===== config.mk =====
export PLATFORM = sky130hd
export DESIGN_NAME = lpc_burst_seq
export DESIGN_NICKNAME = d
export VERILOG_FILES = /design/src/rtl/lpc_seq_pkg.sv /design/src/rtl/byte_queue.sv /design/src/rtl/burst_ctrl.sv /design/src/rtl/lpc_burst_seq.sv
export SDC_FILE = /design/constraint.sdc
export NUM_CORES = 1
export LEC_CHECK = 0
export ABC_AREA = 1
export BUFFER_PORTS_ARGS = -buffer_cell sky130_fd_sc_hd__buf_2
export CAP_MARGIN = 20
export CORE_ASPECT_RATIO = 0.9
export CORE_UTILIZATION = 57
export CTS_BUF_LIST = sky130_fd_sc_hd__clkbuf_4
export DETAILED_ROUTE_END_ITERATION = 16
export PLACE_DENSITY = 0.79
export SYNTH_ARGS = -nofsm -noshare
export SYNTH_HDL_FRONTEND = slang
export SYNTH_HIERARCHICAL = 1
export SYNTH_SLANG_ARGS = --single-unit
export TNS_END_PERCENT = 30

===== constraint.sdc =====
create_clock -name clk -period 2.4 [get_ports clk]
set_input_delay 0.24 -clock clk [delete_from_list [all_inputs] [get_ports clk]]
set_output_delay 0.24 -clock clk [all_outputs]
set_load 0.005 [all_outputs]

===== src/rtl/lpc_seq_pkg.sv =====
package lpc_seq_pkg;

    localparam int unsigned MAX_BURST = 16;
    localparam int unsigned BYTE_W    = 8;
    localparam int unsigned PORT_W    = 16;

    localparam logic [7:0] OFF_START = 8'h00;
    localparam logic [7:0] OFF_STAT  = 8'h04;
    localparam logic [7:0] OFF_IRQ   = 8'h08;
    localparam logic [7:0] OFF_LEN   = 8'h10;
    localparam logic [7:0] OFF_CMD   = 8'h14;
    localparam logic [7:0] OFF_ADDR  = 8'h20;
    localparam logic [7:0] OFF_WDAT  = 8'h24;
    localparam logic [7:0] OFF_RDAT  = 8'h28;

    localparam int unsigned CMD_WR_BIT  = 0;
    localparam int unsigned CMD_FIX_BIT = 3;

    typedef enum logic [0:0] {SQ_IDLE, SQ_BUSY} sq_state_e;

    typedef struct packed {
        logic              write;
        logic              fixed;
        logic [PORT_W-1:0] addr;
        logic [7:0]        len;
    } burst_cfg_t;

    function automatic logic len_ok(input logic [7:0] len);
        return (len != 8'd0) && (len <= 8'(MAX_BURST));
    endfunction

endpackage


===== src/rtl/byte_queue.sv =====
module byte_queue #(
    parameter int unsigned DEPTH = 16,
    parameter int unsigned WIDTH = 8
) (
    input  logic             clk,
    input  logic             rst,
    input  logic             flush,
    input  logic             push,
    input  logic [WIDTH-1:0] din,
    input  logic             pop,
    output logic [WIDTH-1:0] dout,
    output logic             empty,
    output logic             full
);
    localparam int unsigned PW = (DEPTH > 1) ? $clog2(DEPTH) : 1;
    localparam int unsigned CW = PW + 1;

    logic [WIDTH-1:0] mem [DEPTH];
    logic [PW-1:0]    wp, rp;
    logic [CW-1:0]    cnt;
    logic             do_push, do_pop;

    assign empty   = (cnt == '0);
    assign full    = (cnt == CW'(DEPTH));
    assign do_push = push && !full;
    assign do_pop  = pop && !empty;
    assign dout    = empty ? '0 : mem[rp];

    function automatic logic [PW-1:0] nxt(input logic [PW-1:0] p);
        return (p == PW'(DEPTH - 1)) ? '0 : p + PW'(1);
    endfunction

    always_ff @(posedge clk) begin
        if (rst || flush) begin
            wp  <= '0;
            rp  <= '0;
            cnt <= '0;
        end else begin
            if (do_push) begin
                mem[wp] <= din;
                wp      <= nxt(wp);
            end
            if (do_pop) rp <= nxt(rp);
            if (do_push && !do_pop)      cnt <= cnt + CW'(1);
            else if (do_pop && !do_push) cnt <= cnt - CW'(1);
        end
    end
endmodule


===== src/rtl/burst_ctrl.sv =====
module burst_ctrl
    import lpc_seq_pkg::*;
(
    input  logic              clk,
    input  logic              rst,
    input  logic              start,
    input  burst_cfg_t        cfg,
    input  logic              eng_done,
    input  logic              eng_err,
    output logic              eng_req,
    output logic              eng_write,
    output logic [PORT_W-1:0] eng_addr,
    output logic              busy,
    output logic              fixed_mode,
    output logic              finished,
    output logic              end_evt,
    output logic              wq_pop,
    output logic              rq_push
);
    sq_state_e   state;
    burst_cfg_t  cur;
    logic        ok_byte;
    logic        last;

    assign busy       = (state == SQ_BUSY);
    assign eng_req    = busy;
    assign eng_write  = cur.write;
    assign eng_addr   = cur.addr;
    assign fixed_mode = cur.fixed;
    assign ok_byte    = busy && eng_done && !eng_err;
    assign last       = (cur.len == 8'd1);
    assign wq_pop     = ok_byte && cur.write;
    assign rq_push    = ok_byte && !cur.write;
    assign end_evt    = (!busy && start && !len_ok(cfg.len))
                      || (busy && eng_err)
                      || (ok_byte && last);

    always_ff @(posedge clk) begin
        if (rst) begin
            state    <= SQ_IDLE;
            cur      <= '0;
            finished <= 1'b0;
        end else begin
            unique case (state)
                SQ_IDLE: if (start) begin
                    finished <= 1'b0;
                    if (len_ok(cfg.len)) begin
                        cur   <= cfg;
                        state <= SQ_BUSY;
                    end
                end
                SQ_BUSY: begin
                    if (eng_err) begin
                        state <= SQ_IDLE;
                    end else if (eng_done) begin
                        cur.len <= cur.len - 8'd1;
                        if (!cur.fixed) cur.addr <= cur.addr + PORT_W'(1);
                        if (last) begin
                            state    <= SQ_IDLE;
                            finished <= 1'b1;
                        end
                    end
                end
                default: state <= SQ_IDLE;
            endcase
        end
    end
endmodule


===== src/rtl/lpc_burst_seq.sv =====
module lpc_burst_seq
    import lpc_seq_pkg::*;
#(
    parameter int unsigned QDEPTH = 16
) (
    input  logic        clk,
    input  logic        rst,
    input  logic        bus_we,
    input  logic        bus_re,
    input  logic [7:0]  bus_addr,
    input  logic [31:0] bus_wdata,
    output logic [31:0] bus_rdata,
    output logic        eng_req,
    output logic        eng_write,
    output logic [15:0] eng_addr,
    output logic [7:0]  eng_wdata,
    input  logic        eng_done,
    input  logic        eng_err,
    input  logic [7:0]  eng_rdata,
    output logic        irq
);
    burst_cfg_t cfg_r;
    logic       irq_en, irq_st;
    logic       start, busy, seq_idle, burst_fixed, finished, end_evt;
    logic       wq_pop, rq_push, rq_pop, wq_push, rq_flush;
    logic [7:0] rq_dout;
    logic       wq_empty, wq_full, rq_empty, rq_full;

    assign start    = bus_we && (bus_addr == OFF_START) && bus_wdata[0];
    assign wq_push  = bus_we && (bus_addr == OFF_WDAT);
    assign rq_pop   = bus_re && (bus_addr == OFF_RDAT);
    assign rq_flush = start && !busy;
    assign seq_idle = !busy;
    assign irq      = irq_en && irq_st;

    always_ff @(posedge clk) begin
        if (rst) begin
            cfg_r  <= '0;
            irq_en <= 1'b0;
            irq_st <= 1'b0;
        end else begin
            if (bus_we) begin
                unique case (bus_addr)
                    OFF_LEN:  cfg_r.len  <= bus_wdata[7:0];
                    OFF_ADDR: cfg_r.addr <= bus_wdata[15:0];
                    OFF_CMD: begin
                        cfg_r.write <= bus_wdata[CMD_WR_BIT];
                        cfg_r.fixed <= bus_wdata[CMD_FIX_BIT];
                    end
                    OFF_IRQ:  irq_en <= bus_wdata[0];
                    default: ;
                endcase
            end
            if (end_evt)
                irq_st <= 1'b1;
            else if (bus_we && (bus_addr == OFF_IRQ) && bus_wdata[1])
                irq_st <= 1'b0;
        end
    end

    always_comb begin
        bus_rdata = '0;
        unique case (bus_addr)
            OFF_STAT: bus_rdata = {30'd0, finished, seq_idle};
            OFF_IRQ:  bus_rdata = {30'd0, irq_st, irq_en};
            OFF_LEN:  bus_rdata = {24'd0, cfg_r.len};
            OFF_CMD:  bus_rdata = {28'd0, cfg_r.fixed, 2'd0, cfg_r.write};
            OFF_ADDR: bus_rdata = {16'd0, cfg_r.addr};
            OFF_RDAT: bus_rdata = {24'd0, rq_dout};
            default:  bus_rdata = '0;
        endcase
    end

    burst_ctrl u_ctrl (
        .clk(clk), .rst(rst), .start(start), .cfg(cfg_r),
        .eng_done(eng_done), .eng_err(eng_err),
        .eng_req(eng_req), .eng_write(eng_write), .eng_addr(eng_addr),
        .busy(busy), .fixed_mode(burst_fixed), .finished(finished),
        .end_evt(end_evt), .wq_pop(wq_pop), .rq_push(rq_push)
    );

    byte_queue #(.DEPTH(QDEPTH), .WIDTH(BYTE_W)) u_wq (
        .clk(clk), .rst(rst), .flush(1'b0),
        .push(wq_push), .din(bus_wdata[7:0]),
        .pop(wq_pop), .dout(eng_wdata), .empty(wq_empty), .full(wq_full)
    );

    byte_queue #(.DEPTH(QDEPTH), .WIDTH(BYTE_W)) u_rq (
        .clk(clk), .rst(rst), .flush(rq_flush),
        .push(rq_push), .din(eng_rdata),
        .pop(rq_pop), .dout(rq_dout), .empty(rq_empty), .full(rq_full)
    );
endmodule


==> results.toml, run 1 <==
[pwr]
leakagePower_nw = 7.71
worst_ir_drop_vdd_v = 0.000376
p_total_mw = 11.8
power_density_mw_per_mm2 = 617

[floorplan]
ios = 113
die_area_sq_mm = 0.0287
core_region_area_sq_mm = 0.0272
start_util_pct = 58.6
row_count = 57
die_h_um = 161
die_x_um = 178

[routing]
drt-total-wl_um = 42300
viasPerCell = 5.61
vias = 13200
wl_per_cell_um = 18.0
ant_nets = 0
drc = 0
drt_first_iter_violations = 1552
drtPass1Iterations = 6

[cts]
clock_path_buffers = 3
cts_root_buffer = "clkbuf_4"
cts_buffers = 87
cts.sink_count = 346
htreeDepth = 3
cts_tree = "done"
clkSlewWorstSetupHoldPaths_ns = 0.06
clock_latency_ns = 0.74

[sta]
worst_slew_pin_slew_ns = 0.778
min_period_over_period_pct = 113
setup_tns_ns = -2.64
max_freq_mhz = 368
maxSlewHeadroom_pct = 48.0
finalMaxSlewViolations = 0
final-setup-viol-count = 15
fin_skew_ns = 0.0717
hold_viol_final = 0
grt_setup_unrepaired = "yes"
period_needed_ns = 2.72
fin_ws_ns = -0.316

[critical_path]
timing.rr.start = "u_rq/cnt[3]$_SDFFE_PP0P_"
end_kind = "primary output"
cp-start-kind = "flip-flop"
crit_required_ns = 2.16
critical_path.top_delay_family = "simple AND/OR/NAND/NOR gates"
r2r_cells = 15
path_common_cell = "nand2_2"
worst-setup-path-type = "flip-flop to primary output"
r2r_slack_ns = 0
max_stage_delay_ns = 0.45
critical_path_arrival_ns = 2.48
r2r-end = "u_rq/cnt[4]$_SDFFE_PP0P_"
path_max_fanout = 6
worstPathCellList = "buf_8 > buf_16 > nand2_1 > nand3_2 > nand3_4 > nand2_2 > nand2_2 > a21oi_2 > nand3_1 > nand4_1 > buf_2"
crit_buf_inv = 3
cpMaxStageDelayCell = "dfxtp_4"

[min_path]
whs_path_depth = 2
hp-class = "primary input to flip-flop"
holdPathEnd = "u_wq/mem[1][0]$_DFFE_PP_"
hp-start = "bus_wdata[0]"

[global_routing]
grt_usage_pct = 28.9
grt_max_degree = 35
grt_pass1_vias = 12500
antenna_found_initial = 1
grt_pass1_wl_um = 64000
grt-ovfl-total = 0

[cells_and_area]
area_delta_synth_final_pct = 20.1
drive_gt1_share_pct = 23.4
final_net_count = 1997
stdcell_area_sq_mm = 0.0192
nFillCells = 1933
utilization_pct = 70.3

[run_status]
status = "finished, violations left"
failed_checks = "setup timing"

[yosys]
syn_inst = 1702
syn_area_sq_mm = 0.0160
avgSynthCellArea_sq_um = 9.37
yosysWarnings = 6

[place]
hpwlAfterDp_um = 25400
place_congestion = 0.919
buffer_ports.inserted = 80
place_area_sq_mm = 0.0167

[flow_run]
maxCapViolations = 0
-- layout by cell type (no fill, tap or decap), types with 23 or more instances in the layout --
master and instances:
buf_2 75, inv_1 98, nand3_2 40, dfxtp_1 87
edfxtp_1 256, nand3_1 214, dlygate4sd3_1 27, a21oi_1 42
o21ai_0 59, buf_4 67, nand2_2 40, ha_1 23
nor2_1 168, clkbuf_4 132, nand2_1 468
-- area by class of cell --
class | instances | area [sq um] | share of cell area, %
Antenna cell | 1 | 2.50 | 0.0131
Clock buffer | 132 | 991 | 5.17
Clock inverter | 31 | 181 | 0.947
Inverter | 111 | 443 | 2.31
Multi-Input combinational cell | 1165 | 5770 | 30.1
Sequential cell | 346 | 9500 | 49.6
Tap cell | 354 | 443 | 2.31
Timing Repair Buffer | 206 | 1820 | 9.48
Timing Repair inverter | 1 | 7.51 | 0.0392
-- per-stage QoR --
stage	setup WS [ns]	std cells	hold WS (ns)
3_5_place_dp	-0.123	2132	0.480
3_3_place_gp	-0.135	2132	0.471
6_report	-0.316	2347	0.0697
5_1_grt	-0.420	2347	0.0223
2_1_floorplan	0.0295	1718	0.302
4_1_cts	-0.289	2341	0.00899
-- flip-flops by register name, indices dropped and copies added (netlist names), named ones only --
register / flops
cfg_r: 26
irq_en: 1
irq_st: 1
u_ctrl/busy: 1
u_ctrl/cur: 8
u_ctrl/eng_addr: 16
u_ctrl/eng_write: 1
u_ctrl/finished: 1
u_ctrl/fixed_mode: 1
u_rq/cnt: 5
u_rq/mem: 128
u_rq/rp: 4
u_rq/wp: 4
u_wq/cnt: 5
u_wq/mem: 128
u_wq/rp: 4
u_wq/wp: 4
-- power breakdown --
part	switching (mW)	internal [mW]	leakage, nW
registers	0.00119	6.40	3.03
clock network	2.49	2.67	0.699
logic	0.176	0.0786	3.99
total	2.67	9.15	7.71
-- how the worst max path moves through the flow --
stage | from | end | slack [ns] | depth (start not counted)
after floorplan | u_ctrl/busy$_SDFF_PP0_ | u_rq/cnt[4]$_SDFFE_PP0P_ | 0.03 | 17
after global placement | bus_addr[1] | u_rq/cnt[4]$_SDFFE_PP0P_ | -0.14 | 13
after detailed placement | bus_addr[1] | u_rq/cnt[4]$_SDFFE_PP0P_ | -0.12 | 13
after CTS | flip-flop | bus_rdata[6] | -0.29 | 11
after global routing | flip-flop | bus_rdata[0] | -0.42 | 14
final | flip-flop | bus_rdata[1] | -0.32 | 11
-- layer usage --
metal / up-vias / track usage, % / routed length [um] / part of all wire [%]
met5: - / 0 / 0 / 0
li1: 6149 / - / - / -
met1: 6150 / 39.3 / 16600 / 39
met3: 110 / 6.30 / 4270 / 10
met4: 0 / 11.3 / 1410 / 3.3
met2: 753 / 45.4 / 19900 / 47
-- repair_timing --
action	CTS	global route
setup buffers	12	5
hold endpoints to repair	258	0
gates cloned	7	3
pin swaps	34	43
hold buffers	27	0
endpoints found under the setup margin	16	20
resized for setup	74	70
No activity file was read; power rests on OpenSTA's default activity.
==> run 2, diff against run 1 <==
- REMOVE_ABC_BUFFERS: default -> 1
==> run 2 against run 1 <==
Effect of this change: the run still ends with setup timing left; sequential power is essentially flat; routed wire length up 1.3%; combinational power shrank 2%; clock-buffer cell count did not move; core utilization is 0.25 points lower; critical endpoint is now bus_rdata[0]; largest power group unchanged; highest routed layer unchanged.
==> results.toml, run 2 (synthesis gave the netlist of run 1 again) <==
[run_status]
status = "finished, violations left"
failed_checks = "setup timing"

[place]
hpwlAfterDp_um = 24300
place_area_sq_mm = 0.0167
buffer_ports.inserted = 80
place_congestion = 0.896
pre_cts_ws_ns = 0.00183

[min_path]
hp-class = "primary input to flip-flop"
whs_path_depth = 7

[floorplan]
die_x_um = 178
row_count = 57
die_h_um = 161
start_util_pct = 58.6
die_area_sq_mm = 0.0287
core_region_area_sq_mm = 0.0272
ios = 113

[cells_and_area]
final_net_count = 1991
utilization_pct = 70.1
final_common_cell = "nand2_1"
top_regs = "u_rq/mem: 128 flops, u_wq/mem: 128 flops, cfg_r: 26 flops"
layout_common_cells = "463 x nand2_1, 256 x edfxtp_1, 204 x nand3_1"
stdcell_area_sq_mm = 0.0191
area_delta_synth_final_pct = 19.7
drive_gt1_share_pct = 24.1

[pwr]
leakagePower_nw = 7.64
power_density_mw_per_mm2 = 608
worst_ir_drop_vdd_v = 0.000392

[global_routing]
grt_pass1_vias = 12500
grt_max_degree = 33
grt_pass1_wl_um = 63100
grt_usage_pct = 28.3
antenna_found_initial = 1
grt-ovfl-total = 0

[flow_run]
maxCapViolations = 0

[sta]
hold_viol_final = 0
max_freq_mhz = 363
finalMaxSlewViolations = 0
period_needed_ns = 2.75
maxSlewHeadroom_pct = 53.9
hold_slack_ns = 0.0500
fin_ws_ns = -0.352
worst_slew_pin_slew_ns = 0.691
min_period_over_period_pct = 115
grt_setup_unrepaired = "yes"
final-setup-viol-count = 8
setup_tns_ns = -2.44
fin_skew_ns = 0.0826

[cts]
cts_tree = "done"
clock_latency_ns = 0.74
clock_path_buffers = 3
cts_buffers = 88
htreeDepth = 3
clkSlewWorstSetupHoldPaths_ns = 0.07
cts.sink_count = 346
cts_root_buffer = "clkbuf_4"

[critical_path]
worstPathCellList = "buf_12 > nand2_1 > nand3_2 > nand3_2 > nand2_2 > nand2_2 > a21oi_4 > nand3_2 > nand2_1 > nor2_1 > nand2_1 > buf_2"
cpMaxStageDelayCell = "dfxtp_4"
path_max_fanout = 6
cp-start-kind = "flip-flop"
end_kind = "primary output"
r2r_cells = 13
crit_required_ns = 2.16
max_stage_delay_ns = 0.48
critical_path_arrival_ns = 2.51
worst-setup-path-type = "flip-flop to primary output"

[routing]
drtPass1Iterations = 6
viasPerCell = 5.69
vias = 13300
drt-total-wl_um = 42800
drc = 0
ant_nets = 0
drt_first_iter_violations = 1479
wl_per_cell_um = 18.3
run 2: cell count changes in the layout (fill, tap and decap cells not counted), sizes merged:
cell | before | now
buf | 176 | 166
clkinv | 25 | 24
dlygate4sd3 | 27 | 29
diode | 1 | 5
clkbuf | 135 | 136
inv | 113 | 109
clkinvlp | 4 | 6
bufinv | 1 | 0
run 2: worst paths after layout:
kind,slack (ns),start,to
setup / recovery,-0.35,flip-flop,bus_rdata[0]
hold / removal,0.05,eng_err,u_ctrl/cur[7]$_SDFFE_PP0P_
setup reg to reg,0.03,u_ctrl/busy$_SDFF_PP0_,u_wq/cnt[4]$_SDFFE_PP0P_
hold reg to reg,0.47,u_ctrl/finished$_SDFFE_PP0P_,u_ctrl/finished$_SDFFE_PP0P_
run 2: repair_timing:
item / CTS / global route
cloned: 7 / 4
buffers inserted: 11 / 6
resized for setup: 50 / 106
endpoints found under the setup margin: 16 / 21
hold buffers: 29 / 0
pin swaps: 21 / 45
hold endpoints to repair: 228 / 0
run 2: critical path: cells and delay by family, from the launching register on:
kind | cells | cell delay, ns
AO/OA/AOI/OAI | 1 | 0.23
buffers and inverters | 2 | 0.31
flip-flops | 1 | 0.48
AND/OR/NAND/NOR | 9 | 0.77
run 2: cell type report:
cell class | count | area [sq um]
repair buffers | 199 | 1730
fillers | 1841 | 8150
clock inverters | 27 | 131
clock buffers | 132 | 991
diodes | 5 | 12.5
well taps | 354 | 443
repair inverters | 1 | 7.51
flip-flops and latches | 346 | 9500
multi-input cells | 1165 | 5820
inverters | 111 | 450
run 2: stage by stage:
step                power [mW]  std cells
floorplan                 6.60       1622
finish                    11.6       2340
detailed placement        6.75       2121
global placement          6.74       2121
global route              12.0       2340
CTS                       11.6       2327
run 2: metal layers:
metal	routed length (um)	GRT usage [%]	vias up
li1	-	-	6139
met1	16800	37.6	6155
met2	20200	45.3	890
met3	4280	5.42	139
met4	1490	12.1	0
met5	0	0	-
run 2: power breakdown:
part           switching [mW]  leakage (nW)  internal, mW
registers             0.00110          3.03          6.40
logic                   0.177          3.95        0.0735
clock network            2.42         0.664          2.54
total                    2.60          7.64          9.01
==> run 3, diff against run 2 <==
- CORE_UTILIZATION: 57 -> 60
- clock period: 2.4 -> 2.69 ns (I/O delays scaled with it)
==> run 3 against run 2 <==
Effect of this change: the flow now finishes without violations; core utilization down 0.63 points; sequential power down 11%; cell area down 5.2%; die area down 4.9%; power down 13%; non-clock buffer count down 32; critical endpoint is now bus_rdata[7]; highest routed layer unchanged.
==> results.toml, run 3 (synthesis gave the netlist of run 1 again) <==
[run_status]
status = "finished clean"

[routing]
wl_per_cell_um = 16.9
drt_first_iter_violations = 1286
drt-total-wl_um = 38700
vias = 12800
viasPerCell = 5.62
ant_nets = 0
drc = 0
drtPass1Iterations = 5

[critical_path]
r2r-end = "u_rq/cnt[4]$_SDFFE_PP0P_"
r2r_cells = 16
critical_path_arrival_ns = 2.42
cp-start-kind = "flip-flop"
timing.rr.start = "u_ctrl/busy$_SDFF_PP0_"
path_max_fanout = 29
end_kind = "primary output"
r2r_slack_ns = 0.21
crit_required_ns = 2.42
worst-setup-path-type = "flip-flop to primary output"

[sta]
hold_viol_final = 0
final-setup-viol-count = 0
grt_setup_unrepaired = "yes"
fin_ws_ns = 0.00471
min_period_over_period_pct = 99.8
period_needed_ns = 2.69
finalMaxSlewViolations = 0
max_freq_mhz = 372
worst_slew_pin_slew_ns = 0.840
maxSlewHeadroom_pct = 43.8
fin_skew_ns = 0.0672

[floorplan]
core_region_area_sq_mm = 0.0261
row_count = 56
start_util_pct = 61.2
ios = 113
die_area_sq_mm = 0.0272
die_x_um = 174
die_h_um = 157

[place]
place_congestion = 0.889
hpwlAfterDp_um = 24200
pre_cts_ws_ns = 0.0975
buffer_ports.inserted = 80
place_area_sq_mm = 0.0165

[pwr]
combPwrFrac_pct = 2.1
p_sw_mw = 2.21
seq_power_share_pct = 56.8
worst_ir_drop_vdd_v = 0.000327
power_density_mw_per_mm2 = 556
p_int_mw = 7.85
clock_power_share_pct = 41.0
swShare_pct = 22.0
leakagePower_nw = 7.22

[cts]
cts_tree = "done"
cts_root_buffer = "clkbuf_4"
htreeDepth = 3
clock_latency_ns = 0.74
cts.sink_count = 346
clock_path_buffers = 3
clkSlewWorstSetupHoldPaths_ns = 0.07
cts_buffers = 88

[cells_and_area]
final_common_cell = "nand2_1"
top_regs = "u_rq/mem: 128 flops, u_wq/mem: 128 flops, cfg_r: 26 flops"
area_delta_synth_final_pct = 13.5
stdcell_area_sq_mm = 0.0181
layout_common_cells = "497 x nand2_1, 256 x edfxtp_1, 255 x nand3_1"
drive_gt1_share_pct = 17.3
final_net_count = 1959

[global_routing]
grt_max_degree = 65
grt_pass1_vias = 12100
grt_pass1_wl_um = 60600
grt_usage_pct = 28.4
antenna_found_initial = 1
grt-ovfl-total = 0

[min_path]
whs_path_depth = 1
holdPathEnd = "u_wq/mem[9][1]$_DFFE_PP_"
hp-start = "bus_wdata[1]"
hp-class = "primary input to flip-flop"

[flow_run]
maxCapViolations = 0
[run 3: metal layers]
layer | track usage (%) | up-vias | part of all wire, %
li1 | - | 6077 | -
met1 | 37.5 | 6042 | 40
met2 | 45.7 | 622 | 48
met3 | 4.83 | 91 | 8.8
met4 | 13.8 | 0 | 2.9
met5 | 0 | - | 0
[run 3: final cells by class]
class	count	area (sq um)
tap	348	435
fill	1928	7970
timing repair buffer	167	1260
clock buffer	120	901
inverter	111	452
multi-input combinational	1165	5420
clock inverter	26	128
timing repair inverter	1	7.51
antenna	1	2.50
sequential	346	9500
[run 3: timing repair]
| action | 4_1_cts | 5_1_grt |
|---|---|---|
| gates cloned | 3 | 2 |
| hold buffers | 27 | 0 |
| setup buffers | 4 | 3 |
| gates resized for setup | 20 | 17 |
| hold endpoints to repair | 207 | 0 |
| endpoints found under the setup margin | 16 | 17 |
| pin swaps | 2 | 2 |
[run 3: metrics by stage]
step / setup TNS, ns / util [%] / power, mW / hold WS [ns] / instances
global route: -0.414 / 69.4 / 10.5 / 0.0116 / 2285
finish: 0 / 69.4 / 10.1 / 0.0357 / 2285
floorplan: -2.26 / - / 5.89 / 0.331 / 1622
global placement: 0 / 63.5 / 6.01 / 0.456 / 2100
detailed placement: 0 / 63.5 / 6.02 / 0.460 / 2100
CTS: -0.0819 / 69.1 / 10.2 / 0.000637 / 2280
[run 3: critical path: stages, from the launching register on]
cell,delay (ns)
dfxtp_4,0.44
buf_12,0.20
nand2_1,0.07
nand3_1,0.08
nand3_1,0.12
nand2_1,0.10
nand2_1,0.06
a21oi_1,0.27
nand3_1,0.15
nand3_1,0.11
buf_2,0.13
[run 3: power by group through the flow]
stage	Clock [mW]	Sequential [mW]	Combinational, mW
2_1_floorplan	0	5.84	0.0514
3_3_place_gp	0	5.84	0.177
3_5_place_dp	0	5.84	0.183
4_1_cts	4.22	5.72	0.213
5_1_grt	4.51	5.71	0.234
6_report	4.13	5.72	0.216
[run 3: worst max-delay path by stage]
stage,to,from,cells after the start
finish,bus_rdata[7],flip-flop,10
CTS,bus_rdata[0],flip-flop,13
global route,bus_rdata[0],flip-flop,12
detailed placement,u_rq/cnt[4]$_SDFFE_PP0P_,bus_addr[1],15
floorplan,bus_rdata[0],flip-flop,11
global placement,u_rq/cnt[4]$_SDFFE_PP0P_,eng_err,18
